[src/rtl/stlf_entry_cmp.sv]
module stlf_entry_cmp #(
    parameter int ADDR_W = 16,
    parameter int SIZE_W = 4,
    parameter int AGE_W  = 4
) (
    input  logic [ADDR_W-1:0] ld_addr,
    input  logic [SIZE_W-1:0] ld_size,
    input  logic              ld_linked,
    input  logic [AGE_W-1:0]  ld_age,
    input  logic              e_valid,
    input  logic [ADDR_W-1:0] e_addr,
    input  logic [SIZE_W-1:0] e_size,
    input  logic              e_atomic,
    input  logic              e_wb,
    input  logic [AGE_W-1:0]  e_age,
    output logic              decisive,
    output logic              fwd_ok
);

    localparam int EW = ADDR_W + 1;

    logic [EW-1:0] ld_lo, ld_hi, st_lo, st_hi;
    logic          older, overlap, covers;

    always_comb begin
        ld_lo   = {1'b0, ld_addr};
        ld_hi   = ld_lo + EW'(ld_size);
        st_lo   = {1'b0, e_addr};
        st_hi   = st_lo + EW'(e_size);
        older   = e_valid && (e_age < ld_age);
        overlap = (ld_size != '0) && (e_size != '0) &&
                  (ld_lo < st_hi) && (st_lo < ld_hi);
        covers  = overlap && (st_lo <= ld_lo) && (ld_hi <= st_hi);
        fwd_ok  = older && covers && !e_atomic && !ld_linked;
        // a written-back entry only matters if it can forward
        decisive = older && overlap && (fwd_ok || !e_wb);
    end

endmodule

[config.mk]
export PLATFORM = sky130hd
export DESIGN_NAME = stlf_entry_cmp
export DESIGN_NICKNAME = d
export VERILOG_FILES = /design/src/rtl/stlf_entry_cmp.sv
export SDC_FILE = /design/constraint.sdc
export NUM_CORES = 1
export LEC_CHECK = 0
export BUFFER_PORTS_ARGS = -buffer_cell sky130_fd_sc_hd__buf_2
export CORE_MARGIN = 5
export CORE_UTILIZATION = 45
export DETAILED_ROUTE_END_ITERATION = 10
export PLACE_DENSITY = 0.69
export RECOVER_POWER = 50
export SYNTH_ARGS = -nofsm -noshare
export SYNTH_HDL_FRONTEND = slang
export SYNTH_SLANG_ARGS = --single-unit
export TNS_END_PERCENT = 10
[constraint.sdc]
create_clock -name vclk -period 6.7
set_clock_uncertainty 0.1 [all_clocks]
set_input_delay 1.005 -clock vclk [all_inputs]
set_output_delay 1.005 -clock vclk [all_outputs]
set_load 0.02 [all_outputs]
==> summary.md <==
| Metric | Value |
|---|---|
| Total global routing overflow | 0 |
| Vias in the first global route | about 2,300 |
| Area of the multi-input gates | ~2200 µm² |
| Sum of negative setup slack | 0 ns |
| Synthesized instance count | about 290 |
| Min Tclk post-route | around 6.1 ns |
| Worst Path Max Fanout | 4 |
| Initial core utilization | a little under half |
| Die W | roughly 81 µm |
| Synth Net Count | ~420 |
| Endpoints failing hold | 0 |
| Mean Syn Cell Area | 7.79 µm² |
| VDD IR max | 0.0376 mV |
| Top-count cell post-synth | ha_1 |
| Leakage Power | approximately 1.4 nW |
| 1st-iter DRT viols | 77 |
| Most frequent cells after synthesis | ha_1, inv_1, a21oi_1 |
| Post-CTS Setup Bufs | 0 |
| Worst path cell trace | buf_2 > ha_1 > fa_1 > a21o_1 > a21oi_1 > nor3_1 > nand2_1 > xor2_1 > ha_1 > a21oi_1 > nor2b_1 > a2111oi_0 > and3_1 > o2111ai_1 > a211oi_2 > clkbuf_1 |
| Critical path class | in2out |
| Util after Layout | between 50% and 60% |
| RSZ-0062 raised after global routing | false |
| Std-Cell Rows | 26 |
| Port-buffer cells | 54 |
| DRT Pass-1 Iters | 4 |
| Die height | around 81 µm |
| Fmax | ~160 MHz |
| Sequential cell count | 0 |
| Buf/Inv on CP | 2 |
| Routed Antenna Nets | 0 |
| Delay-heaviest family, CP | compound AO/OA/AOI/OAI gates |
| Area Overhead vs Synth | 15.6% |
| Nets | approximately 480 |
| # IOs | 54 |
| Number of vias per cell | 5.51 |
| Resize count post-CTS | 0 |
| DRC Markers | 0 |
| Share of cells above drive strength 1 | about 18% |
| Initial antenna violation count | 0 |
| Final Setup Violations | 0 |
| Fin. max-slew vios | 0 |
| Die area | between 6000 and 7000 µm² |
| Critical path required time | approximately 5.6 ns |
| Crit path arrival time | 4.98 ns |
| Via Count | ~2,300 |
| Final setup margin | between 0.6 and 0.7 ns |
| Final period utilization | about nine tenths |
| Worst setup SP type | input pin |
| Max-cap violation count | 0 |
| Area of the core | approximately 5000 µm² |
| Setup WS pre-CTS | roughly 0.75 ns |
| Synth Cell Area | approximately 2300 µm² |
| RD Place Congestion | between 0.8 and 0.9 |
| Measured slew at the worst slew-check pin | 0.672 ns |
| First-pass GRT wire length | 10,000 µm |
| Run status | finished clean |
| Top post-synthesis cells by area | ha_1, xnor2_1, inv_1 |
| # fillers | about 550 |
| Cell taking the most area after synthesis | ha_1 |
| CTS hold repair buffers | 0 |
| Critical Path End Type | output port |
| Diodes inserted | 0 |
| Post-route insts no fill | ~420 |
| DP HPWL | approximately 5500 µm |
| Slew Limit Headroom | between 50 and 60% |
| Ys Warns | 0 |
| Sequential fraction of the synthesis area | 0% |
| Slowest CP cell | a2111oi_0 |
| CLK BUF | 0 |
| Placed Instances | about 420 |
| Reg area | 0 µm² |
| Power per standard cell area | between 70 and 80 nW/µm² |
| Drt total wl | between 5000 and 6000 µm |
| HP Class | in2out |
| GRT Util Overall | 18.6% |
| Largest net degree at the start of global routing | 8 |
| CP max stage delay | slightly below 0.6 ns |
| Cell variety after synth | 40 |
| WL/cell | between 10 and 15 µm |
| Synth top area share | roughly two fifths |
-- final timing paths --
path / start / to / cells after the start
hold / removal: e_wb / decisive / 3
setup / recovery: e_addr[0] / decisive / 16
-- where the power goes --
group	switching, W	internal [W]
logic	0.000104	0.0000831
registers	0	0
clock network	0	0
total	0.000104	0.0000831
-- cells by family after synthesis --
group | Yosys count | synth area share [%]
AOI/OAI and AO/OA | 64 | 17.9
adders and majority gates | 76 | 42.2
xor gates and xnor gates | 30 | 11.5
and+or+nand+nor | 88 | 22.5
buffers and inverters | 36 | 5.90
-- routing by layer --
layer | wire length (µm) | GRT usage, % | vias to the layer above | share of wire [%]
li1 | - | - | 1198 | -
met1 | 2730 | 25.2 | 1052 | 46
met2 | 2900 | 33.6 | 46 | 48
met3 | 271 | 0.333 | 6 | 4.5
met4 | 83 | 2.20 | 0 | 1.4
met5 | 0 | 0 | - | 0
-- through the flow --
stage	area (µm²)	hold WS (ns)	total power [W]
after detailed placement	2650	2.20	0.000186
after floorplan	2290	2.00	0.000125
after CTS	2650	2.20	0.000188
final	2650	2.22	0.000187
after global routing	2650	2.22	0.000220
after global placement	2650	2.20	0.000183
-- area by class of cell --
class | instances | area share (%)
multi-input cells | 258 | 81.4
repair buffers | 54 | 10.2
inverters | 36 | 5.11
well taps | 70 | 3.31
-- cells in the final DEF (no fill, tap or decap), types with 2 or more instances in the layout --
| cell | count |
|---|---|
| ha_1 | 74 |
| buf_2 | 53 |
| inv_1 | 36 |
| a21oi_1 | 25 |
| xnor2_1 | 22 |
| nand4_1 | 14 |
| nand2_1 | 14 |
| a21o_1 | 12 |
| nand3_1 | 11 |
| nor3_1 | 9 |
| o21ai_0 | 9 |
| xor2_1 | 8 |
| nor2b_1 | 8 |
| nor2_1 | 6 |
| nor4_1 | 5 |
| or2_2 | 4 |
| and3_1 | 4 |
| nand2b_1 | 3 |
| nor4b_1 | 3 |
| nor4_2 | 2 |
| a31oi_1 | 2 |
| o2111ai_1 | 2 |
| a211oi_1 | 2 |
| fa_1 | 2 |
Power figures use the tool's default switching activity.
